`config.mk`:
```
export PLATFORM = sky130hd
export DESIGN_NAME = exc_entry_seq
export DESIGN_NICKNAME = d
export VERILOG_FILES = /design/src/rtl/exc_entry_pkg.sv /design/src/rtl/exc_event_arb.sv /design/src/rtl/exc_gate_unit.sv /design/src/rtl/exc_frame_word.sv /design/src/rtl/exc_entry_seq.sv
export SDC_FILE = /design/constraint.sdc
export NUM_CORES = 1
export LEC_CHECK = 0
export ABC_AREA = 1
export BUFFER_PORTS_ARGS = -buffer_cell sky130_fd_sc_hd__buf_2
export CORE_MARGIN = 5
export CORE_UTILIZATION = 35
export DETAILED_ROUTE_END_ITERATION = 6
export PLACE_DENSITY = 0.72
export SETUP_SLACK_MARGIN = 0.15
export SLEW_MARGIN = 10
export SYNTH_ARGS = -nofsm -noshare
export SYNTH_HDL_FRONTEND = slang
export SYNTH_HIERARCHICAL = 1
export SYNTH_SLANG_ARGS = --single-unit
```
`constraint.sdc`:
```
create_clock -name clk -period 3.15 [get_ports clk]
set_input_delay 0.7875 -clock clk [delete_from_list [all_inputs] [get_ports clk]]
set_output_delay 0.7875 -clock clk [all_outputs]
set_load 0.02 [all_outputs]
```
`src/rtl/exc_entry_pkg.sv`:
```
package exc_entry_pkg;

    typedef enum logic [2:0] {
        ST_IDLE,
        ST_FETCH,
        ST_WAIT,
        ST_PUSH,
        ST_DONE,
        ST_ERR
    } seq_state_e;

    typedef enum logic [1:0] {
        EV_NONE,
        EV_FAULT,
        EV_TRAP,
        EV_IRQ
    } ev_kind_e;

endpackage

```
`src/rtl/exc_event_arb.sv`:
```
module exc_event_arb
    import exc_entry_pkg::*;
#(
    parameter int XLEN     = 32,
    parameter int VECW     = 8,
    parameter int TRAP_VEC = 1
) (
    input  logic            fault_req,
    input  logic [VECW-1:0] fault_vec,
    input  logic            insn_done,
    input  logic            trap_flag,
    input  logic            irq_req,
    input  logic [VECW-1:0] irq_vec,
    input  logic [XLEN-1:0] curr_ip,
    input  logic [XLEN-1:0] next_ip,
    output logic            ev_valid,
    output ev_kind_e        ev_kind,
    output logic [VECW-1:0] ev_vec,
    output logic [XLEN-1:0] ev_ret_ip
);

    // Priority: fault on this instruction, then step trap, then interrupt.
    always_comb begin
        ev_kind   = EV_NONE;
        ev_vec    = '0;
        ev_ret_ip = next_ip;
        if (fault_req) begin
            ev_kind   = EV_FAULT;
            ev_vec    = fault_vec;
            ev_ret_ip = curr_ip;
        end else if (insn_done && trap_flag) begin
            ev_kind   = EV_TRAP;
            ev_vec    = VECW'(TRAP_VEC);
        end else if (insn_done && irq_req) begin
            ev_kind   = EV_IRQ;
            ev_vec    = irq_vec;
        end
        ev_valid = (ev_kind != EV_NONE);
    end

endmodule

```
`src/rtl/exc_gate_unit.sv`:
```
module exc_gate_unit #(
    parameter int XLEN = 32,
    parameter int SELW = 16,
    parameter int VECW = 8,
    parameter int LIMW = 16
) (
    input  logic [XLEN+LIMW-1:0] tbl_reg,
    input  logic [VECW-1:0]      vec,
    input  logic [2*XLEN-1:0]    desc,
    output logic [XLEN-1:0]      desc_addr,
    output logic                 over_limit,
    output logic [XLEN-1:0]      entry_ip,
    output logic [SELW-1:0]      entry_sel
);

    localparam int DESCW      = 2 * XLEN;
    localparam int HALF       = XLEN / 2;
    localparam int SLOT_BYTES = DESCW / 8;
    localparam int SLOT_SHIFT = $clog2(SLOT_BYTES);

    logic [XLEN-1:0] tbl_base;
    logic [XLEN-1:0] tbl_limit;
    logic [XLEN-1:0] slot_off;
    logic [XLEN-1:0] slot_last;
    logic            unused_attr;

    assign tbl_base  = tbl_reg[XLEN+LIMW-1:LIMW];
    assign tbl_limit = XLEN'(tbl_reg[LIMW-1:0]);
    assign slot_off  = XLEN'(vec) << SLOT_SHIFT;
    assign slot_last = slot_off + XLEN'(SLOT_BYTES - 1);

    assign desc_addr  = tbl_base + slot_off;
    assign over_limit = (slot_last > tbl_limit);

    // Offset halves sit at the two ends of the descriptor, selector above the low half.
    assign entry_ip    = {desc[DESCW-1 -: HALF], desc[HALF-1:0]};
    assign entry_sel   = desc[XLEN-1 -: SELW];
    assign unused_attr = ^desc[DESCW-HALF-1:XLEN];

endmodule

```
`src/rtl/exc_frame_word.sv`:
```
module exc_frame_word #(
    parameter int XLEN = 32,
    parameter int SELW = 16,
    parameter int IDXW = 3
) (
    input  logic [IDXW-1:0] idx,
    input  logic [SELW-1:0] old_ss,
    input  logic [XLEN-1:0] old_sp,
    input  logic [XLEN-1:0] flags,
    input  logic [SELW-1:0] old_cs,
    input  logic [XLEN-1:0] ret_ip,
    output logic [XLEN-1:0] word
);

    // Slot order is the push order; kernel entries start at slot 2.
    always_comb begin
        case (idx)
            IDXW'(0): word = XLEN'(old_ss);
            IDXW'(1): word = old_sp;
            IDXW'(2): word = flags;
            IDXW'(3): word = XLEN'(old_cs);
            default:  word = ret_ip;
        endcase
    end

endmodule

```
`src/rtl/exc_entry_seq.sv`:
```
module exc_entry_seq
    import exc_entry_pkg::*;
#(
    parameter int XLEN     = 32,
    parameter int SELW     = 16,
    parameter int VECW     = 8,
    parameter int LIMW     = 16,
    parameter int TRAP_VEC = 1
) (
    input  logic                 clk,
    input  logic                 rst_n,
    input  logic                 fault_req,
    input  logic [VECW-1:0]      fault_vec,
    input  logic                 insn_done,
    input  logic                 trap_flag,
    input  logic                 irq_req,
    input  logic [VECW-1:0]      irq_vec,
    input  logic [XLEN-1:0]      curr_ip,
    input  logic [XLEN-1:0]      next_ip,
    input  logic [XLEN-1:0]      flags_in,
    input  logic [SELW-1:0]      cs_in,
    input  logic [SELW-1:0]      ss_in,
    input  logic [XLEN-1:0]      sp_in,
    input  logic                 user_mode,
    input  logic [XLEN+LIMW-1:0] tbl_reg,
    input  logic [SELW-1:0]      kstk_ss,
    input  logic [XLEN-1:0]      kstk_sp,
    output logic                 busy,
    output logic                 rd_en,
    output logic [XLEN-1:0]      rd_addr,
    input  logic [2*XLEN-1:0]    rd_data,
    output logic                 wr_en,
    output logic [XLEN-1:0]      wr_addr,
    output logic [XLEN-1:0]      wr_data,
    output logic                 done,
    output logic                 err,
    output logic [XLEN-1:0]      new_ip,
    output logic [SELW-1:0]      new_cs,
    output logic [SELW-1:0]      new_ss,
    output logic [XLEN-1:0]      new_sp
);

    localparam int FRAME_WORDS  = 5;
    localparam int KERNEL_FIRST = 2;
    localparam int IDXW         = $clog2(FRAME_WORDS);
    localparam int WORD_BYTES   = XLEN / 8;

    typedef struct packed {
        seq_state_e      st;
        logic [XLEN-1:0] ret_ip;
        logic [SELW-1:0] old_ss;
        logic [XLEN-1:0] old_sp;
        logic [XLEN-1:0] flags;
        logic [SELW-1:0] old_cs;
        logic [XLEN-1:0] sp;
        logic [SELW-1:0] ss;
        logic [XLEN-1:0] desc_addr;
        logic [XLEN-1:0] entry_ip;
        logic [SELW-1:0] entry_sel;
        logic [IDXW-1:0] idx;
    } seq_t;

    seq_t r_q, r_d;

    logic            ev_valid;
    ev_kind_e        ev_kind;
    logic [VECW-1:0] ev_vec;
    logic [XLEN-1:0] ev_ret_ip;
    logic [XLEN-1:0] g_addr;
    logic            g_over;
    logic [XLEN-1:0] g_ip;
    logic [SELW-1:0] g_sel;
    logic [XLEN-1:0] frame_word;
    logic            unused_kind;

    assign unused_kind = ^ev_kind;

    exc_event_arb #(
        .XLEN(XLEN), .VECW(VECW), .TRAP_VEC(TRAP_VEC)
    ) u_arb (
        .fault_req (fault_req),
        .fault_vec (fault_vec),
        .insn_done (insn_done),
        .trap_flag (trap_flag),
        .irq_req   (irq_req),
        .irq_vec   (irq_vec),
        .curr_ip   (curr_ip),
        .next_ip   (next_ip),
        .ev_valid  (ev_valid),
        .ev_kind   (ev_kind),
        .ev_vec    (ev_vec),
        .ev_ret_ip (ev_ret_ip)
    );

    exc_gate_unit #(
        .XLEN(XLEN), .SELW(SELW), .VECW(VECW), .LIMW(LIMW)
    ) u_gate (
        .tbl_reg    (tbl_reg),
        .vec        (ev_vec),
        .desc       (rd_data),
        .desc_addr  (g_addr),
        .over_limit (g_over),
        .entry_ip   (g_ip),
        .entry_sel  (g_sel)
    );

    exc_frame_word #(
        .XLEN(XLEN), .SELW(SELW), .IDXW(IDXW)
    ) u_word (
        .idx    (r_q.idx),
        .old_ss (r_q.old_ss),
        .old_sp (r_q.old_sp),
        .flags  (r_q.flags),
        .old_cs (r_q.old_cs),
        .ret_ip (r_q.ret_ip),
        .word   (frame_word)
    );

    always_comb begin
        r_d = r_q;
        unique case (r_q.st)
            ST_IDLE: begin
                if (ev_valid) begin
                    r_d.ret_ip    = ev_ret_ip;
                    r_d.old_ss    = ss_in;
                    r_d.old_sp    = sp_in;
                    r_d.flags     = flags_in;
                    r_d.old_cs    = cs_in;
                    r_d.desc_addr = g_addr;
                    r_d.sp        = user_mode ? kstk_sp : sp_in;
                    r_d.ss        = user_mode ? kstk_ss : ss_in;
                    r_d.idx       = user_mode ? '0 : IDXW'(KERNEL_FIRST);
                    r_d.st        = g_over ? ST_ERR : ST_FETCH;
                end
            end
            ST_FETCH: r_d.st = ST_WAIT;
            ST_WAIT: begin
                r_d.entry_ip  = g_ip;
                r_d.entry_sel = g_sel;
                r_d.st        = ST_PUSH;
            end
            ST_PUSH: begin
                r_d.sp = r_q.sp - XLEN'(WORD_BYTES);
                if (r_q.idx == IDXW'(FRAME_WORDS - 1)) begin
                    r_d.st = ST_DONE;
                end else begin
                    r_d.idx = r_q.idx + IDXW'(1);
                end
            end
            ST_DONE: r_d.st = ST_IDLE;
            ST_ERR:  r_d.st = ST_IDLE;
            default: r_d.st = ST_IDLE;
        endcase
    end

    always_ff @(posedge clk) begin
        if (!rst_n) begin
            r_q    <= '0;
            r_q.st <= ST_IDLE;
        end else begin
            r_q <= r_d;
        end
    end

    assign busy    = (r_q.st != ST_IDLE);
    assign rd_en   = (r_q.st == ST_FETCH);
    assign rd_addr = r_q.desc_addr;
    assign wr_en   = (r_q.st == ST_PUSH);
    assign wr_addr = r_q.sp - XLEN'(WORD_BYTES);
    assign wr_data = frame_word;
    assign done    = (r_q.st == ST_DONE);
    assign err     = (r_q.st == ST_ERR);
    assign new_ip  = r_q.entry_ip;
    assign new_cs  = r_q.entry_sel;
    assign new_ss  = r_q.ss;
    assign new_sp  = r_q.sp;

endmodule


```
; ---- After elaboration in Yosys (flattened, before gate mapping)
; Index checks and enable logic that the tools add are counted.
; Widths: inputs -> output; s select.
[classes]
n_eq_ne = 12
reduce_logical = 11
mux = 19
magnitude_cmp = 1
add_sub_neg = 4
[op_table]
columns = cell, count
row1 = $mux 211, 1
row2 = $pmux 32 s4, 1
row3 = $mux 32, 2
row4 = $pmux 32 s2, 1
row5 = $add 32x11->32, 1
row6 = $gt 32x16->1, 1
row7 = $sub 32x3->32 const B, 1
row8 = $mux 8, 3
row9 = $mux 16, 1
row10 = $add 11x3->12 const B, 1
row11 = $eq 3x2->1 const B, 4
row12 = $mux 3, 4
row13 = $pmux 3 s4, 1
row14 = $eq 3x3->1 const B, 3
row15 = $mux 2, 4
row16 = $eq 3x1->1 const B, 2
row17 = $logic_not 3->1, 2
row18 = $pmux 3 s2, 1
row19 = $reduce_and 2->1, 3
row20 = $ne 2x2->1 const B, 2
row21 = $reduce_bool 2->1, 2
row22 = $add 3x1->3 const B, 1
row23 = $reduce_and 3->1, 1
row24 = $reduce_bool 3->1, 1
row25 = 2 further kinds, 3
[word_totals]
ff_bits = 262
inputBits = 343

; ---- Depth between registers and ports, before layout
[depth]
word_depth = 9
mapped_depth = 17

; ---- By module
; The synthesis kept the hierarchy.
[modules_own_cells]
columns = module, cells_per_inst, n_inst, area_each_um2
row1 = exc_entry_seq, 1594, 1, 11627.4
row2 = exc_gate_unit, 347, 1, 1873.0
row3 = exc_frame_word, 237, 1, 1113.6
row4 = exc_event_arb, 151, 1, 599.3

; ---- Least setup slack after synthesis
; No wires, ideal clock.
[synth_timing]
kind = input -> register
startpoint = input port fault_req
endpoint = register r_q, in the netlist rd_addr[31]
t_arrival_ps = 2349
cell_stages = 15
t_required_ps = 3018
slack_ps = 669
path_cell_list = buf_2 > nand2_1 > nand2_1 > ha_1 > fa_1 > nand3_1 > nand3_2 > nand2_1 > nand2_2 > nand2_2 > inv_2 > nand3_1 > nand2_1 > nand2_1 > a21oi_1
[synth_via]
elab_cells_between_ends = 5
[synth_lines]
columns = element, line
row1 = from (decl), exc_entry_seq.sv:12  ; input logic fault_req,
row2 = $mux 8, exc_event_arb.sv:27  ; if (fault_req) begin
row3 = named net ev_vec[0], exc_entry_seq.sv:67  ; logic [VECW-1:0] ev_vec;
row4 = $add 32x11->32, exc_gate_unit.sv:32  ; assign desc_addr = tbl_base + slot_off;
row5 = named net g_addr[31], exc_entry_seq.sv:69  ; logic [XLEN-1:0] g_addr;
row6 = to (signal assigned), exc_entry_seq.sv:161  ; r_q <= r_d;
row7 = to (decl), exc_entry_seq.sv:63  ; seq_t r_q, r_d;
; The timed path passes the listed nets, and every way through them passes these cells.
; A chain may end at the register's enable or synchronous reset.

; ---- Final worst setup path
[layout_timing]
startpoint = register r_q, in the netlist new_sp[4]
endpoint = output port wr_addr[29]
[layout_via]
elab_chain_cells = 1
[layout_lines]
columns = element, line
row1 = $sub 32x3->32, exc_entry_seq.sv:169  ; assign wr_addr = r_q.sp - XLEN'(WORD_BYTES);
row2 = to (decl), exc_entry_seq.sv:33  ; output logic [XLEN-1:0] wr_addr,
; Every way passes these cells.

==> run_results.csv <==
group,metric,value,unit
routing,routed_wl,55.8,mm
placed_design,dp_hpwl,42.8,mm
outcome,status,"completed",
yosys,synth_cells,2327,
critical_path,endpoint,"wr_addr[29]",
yosys,yosys_warnings,6,
routing,wl_met1,22.5,mm
routing,ant_nets,0,
power,p_total,14.1,mW
power,powerDensity,777,mW/mm²
critical_path,cp.depth,7,
cts,cts_hold_buf,0,
routing,drc_errors,0,
routing,routedWlPerCell,17.3,µm
critical_path,crit_chain,"inv_2 > nand3_2 > nor2_4 > nand2_2 > o21bai_1 > and2_1 > buf_2",
timing,worst_hold_slack,0.448,ns
global_route,grt_max_degree,108,
cts,clk_path_buf_depth,3,
timing,fin_crit_sh,91.9,%
placed_design,place_area,0.0169,mm²
global_route,grt_pass1_wl,82.7,mm
global_route,grt_usage,21.8,%
cts,worstSkewPairLatency,0.59,ns
min_path,hp-class,"input pin to flop",
floorplan,start_util,35.4,%
critical_path,path_buf_inv,2,
critical_path,worstSetupPathType,"flop to output pin",
routing,top_layer_used,"met5",
cts,htree_levels,1,
critical_path,required,2.36,ns
timing,fmax,346,MHz
critical_path,reg2reg_depth,9,
routing,drt-pass1-iter-count,6,
timing,finalSetupTns,0,ns
finish,area_delta_synth_final,19.2,%
cts,path_clk_slew,0.06,ns
routing,dr_total_vias,15647,
critical_path,timing.rr.start,"r_q[261]",
finish,instances_no_fill,3228,
yosys,avgSynthCellArea,6.53,µm²
critical_path,startpoint,"new_sp[4]",
critical_path,end_kind,"output pin",
global_route,grt_pass1_vias,14722,
min_path,worstHoldStart,"cs_in[8]",
cts,root_buffer,"clkbuf_16",
critical_path,r2r_end,"rd_addr[27]",
routing,detail_route.vias_per_cell,4.85,
placed_design,io_buffers,523,
timing,setup_viol,0,
power,power_leakage,9.08,nW
timing,min_period,2.89,ns
yosys,netlist_area,0.0152,mm²
power,vdd_drop_max,401,µV
timing,worstMarginPinSlew,0.606,ns
critical_path,slowest_delay,0.34,ns
floorplan,core-area,0.0430,mm²
floorplan,dieArea,0.0477,mm²
timing,finalClockSkew,0.0182,ns
floorplan,die_y,218,µm
finish,layout.nets,2980,
yosys,synth_fp_nets,2690,
finish,drive_gt1_share,26.3,%
job,drv_cap,0,
timing,fin_ws,0.256,ns
finish,fillCellCount,4704,
placed_design,gp_congestion,0.988,
critical_path,crit_arrival,2.11,ns
floorplan,die_w,218,µm
timing,slew_viol_final,0,
routing,routed-wl-met3,5.07,mm
critical_path,critPathMaxFanout,5,
cts,cts_made_buffers,31,
critical_path,startpoint_type,"flop",
placed_design,pre_cts_ws,0.211,ns
cts,numClockSinks,262,
global_route,overflow,0,
finish,design_area,0.0181,mm²
critical_path,cpMaxStageDelayCell,"dfxtp_1",
placed_design,dp_cells,3161,
timing,final_hold_viol_count,0,
finish,fin_util,42.1,%
timing,maxSlewHeadroom,59.6,%
global_route,antenna_found_initial,9,
timing,rsz0062_at_grt,"yes",
routing,drt_iter0_drc,1113,
floorplan,ios,540,
critical_path,crit_family,"simple AND/OR/NAND/NOR gates",
routing,wl_met2,26.7,mm
floorplan,num_rows,76,
critical_path,rrSetupSlack,1.01,ns
cts,cts_tree,"built",
-- how the worst min path moves through the flow --
stage / endpoint / slack (ns) / cells past startpoint
final: r_q[139] / 0.45 / 3
after global routing: r_q[168] / 0.42 / 3
after CTS: new_cs[7] / 0.40 / 3
after floorplan: r_q[194] / 0.44 / 2
after global placement: rd_addr[26] / 0.45 / 2
after detailed placement: rd_addr[31] / 0.45 / 2
-- cells in the final DEF (no fill, tap or decap), types with 8 or more instances in the layout --
master	count
clkbuf_16	31
buf_12	8
xor2_1	21
dfxtp_1	260
nand2_1	830
buf_4	36
nor2_1	196
inv_1	113
o21ai_0	95
nand3b_1	8
buf_2	522
nand4_1	38
nand2_2	13
nor2_2	14
nor3_1	8
nor2_4	10
a21oi_1	197
ha_1	18
o22ai_1	9
a31oi_1	23
a41oi_1	12
or2_2	9
nand3_1	84
-- worst reg2reg max path, stage by stage, from the launching register on --
cell     delay (ns)
dfxtp_1        0.37
nor2_1         0.19
nand2_2        0.16
inv_2          0.28
nand2_4        0.15
inv_6          0.24
buf_12         0.22
buf_4          0.23
nand2_1        0.08
a21oi_1        0.14
-- layer usage --
metal	global-route usage (%)	vias up
met5	0	-
met4	5.28	12
met3	6.01	94
met2	38.1	610
met1	26.8	7105
li1	-	7826
-- what timing repair did --
action | 4_1_cts | 5_1_grt
pin swaps | 2 | 5
cloned | 0 | 0
buffers inserted | 3 | 5
hold endpoints to repair | 0 | 0
setup endpoints to repair | 31 | 33
gates resized for setup | 23 | 17
-- final cells by class --
cell class / instances / area [µm²] / area share (%)
antenna: 3 / 7.51 / 0.0414
clock buffer: 41 / 883 / 4.88
clock inverter: 15 / 155 / 0.856
inverter: 124 / 478 / 2.64
multi-input combinational: 1631 / 7560 / 41.7
sequential: 262 / 5250 / 29.0
tap: 585 / 732 / 4.04
timing repair buffer: 567 / 3050 / 16.9
-- flip-flops by register name (all words and copies together), names as in the netlist --
name,cells
r_q,134
new_ip,32
new_sp,32
rd_addr,32
new_cs,16
new_ss,16
-- where the power goes --
part           leakage, nW  switching (mW)  internal (mW)
logic                 6.41            4.00           1.88
registers             2.16           0.505           4.05
clock network        0.510            1.52           2.14
Power figures use the tool's default switching activity.
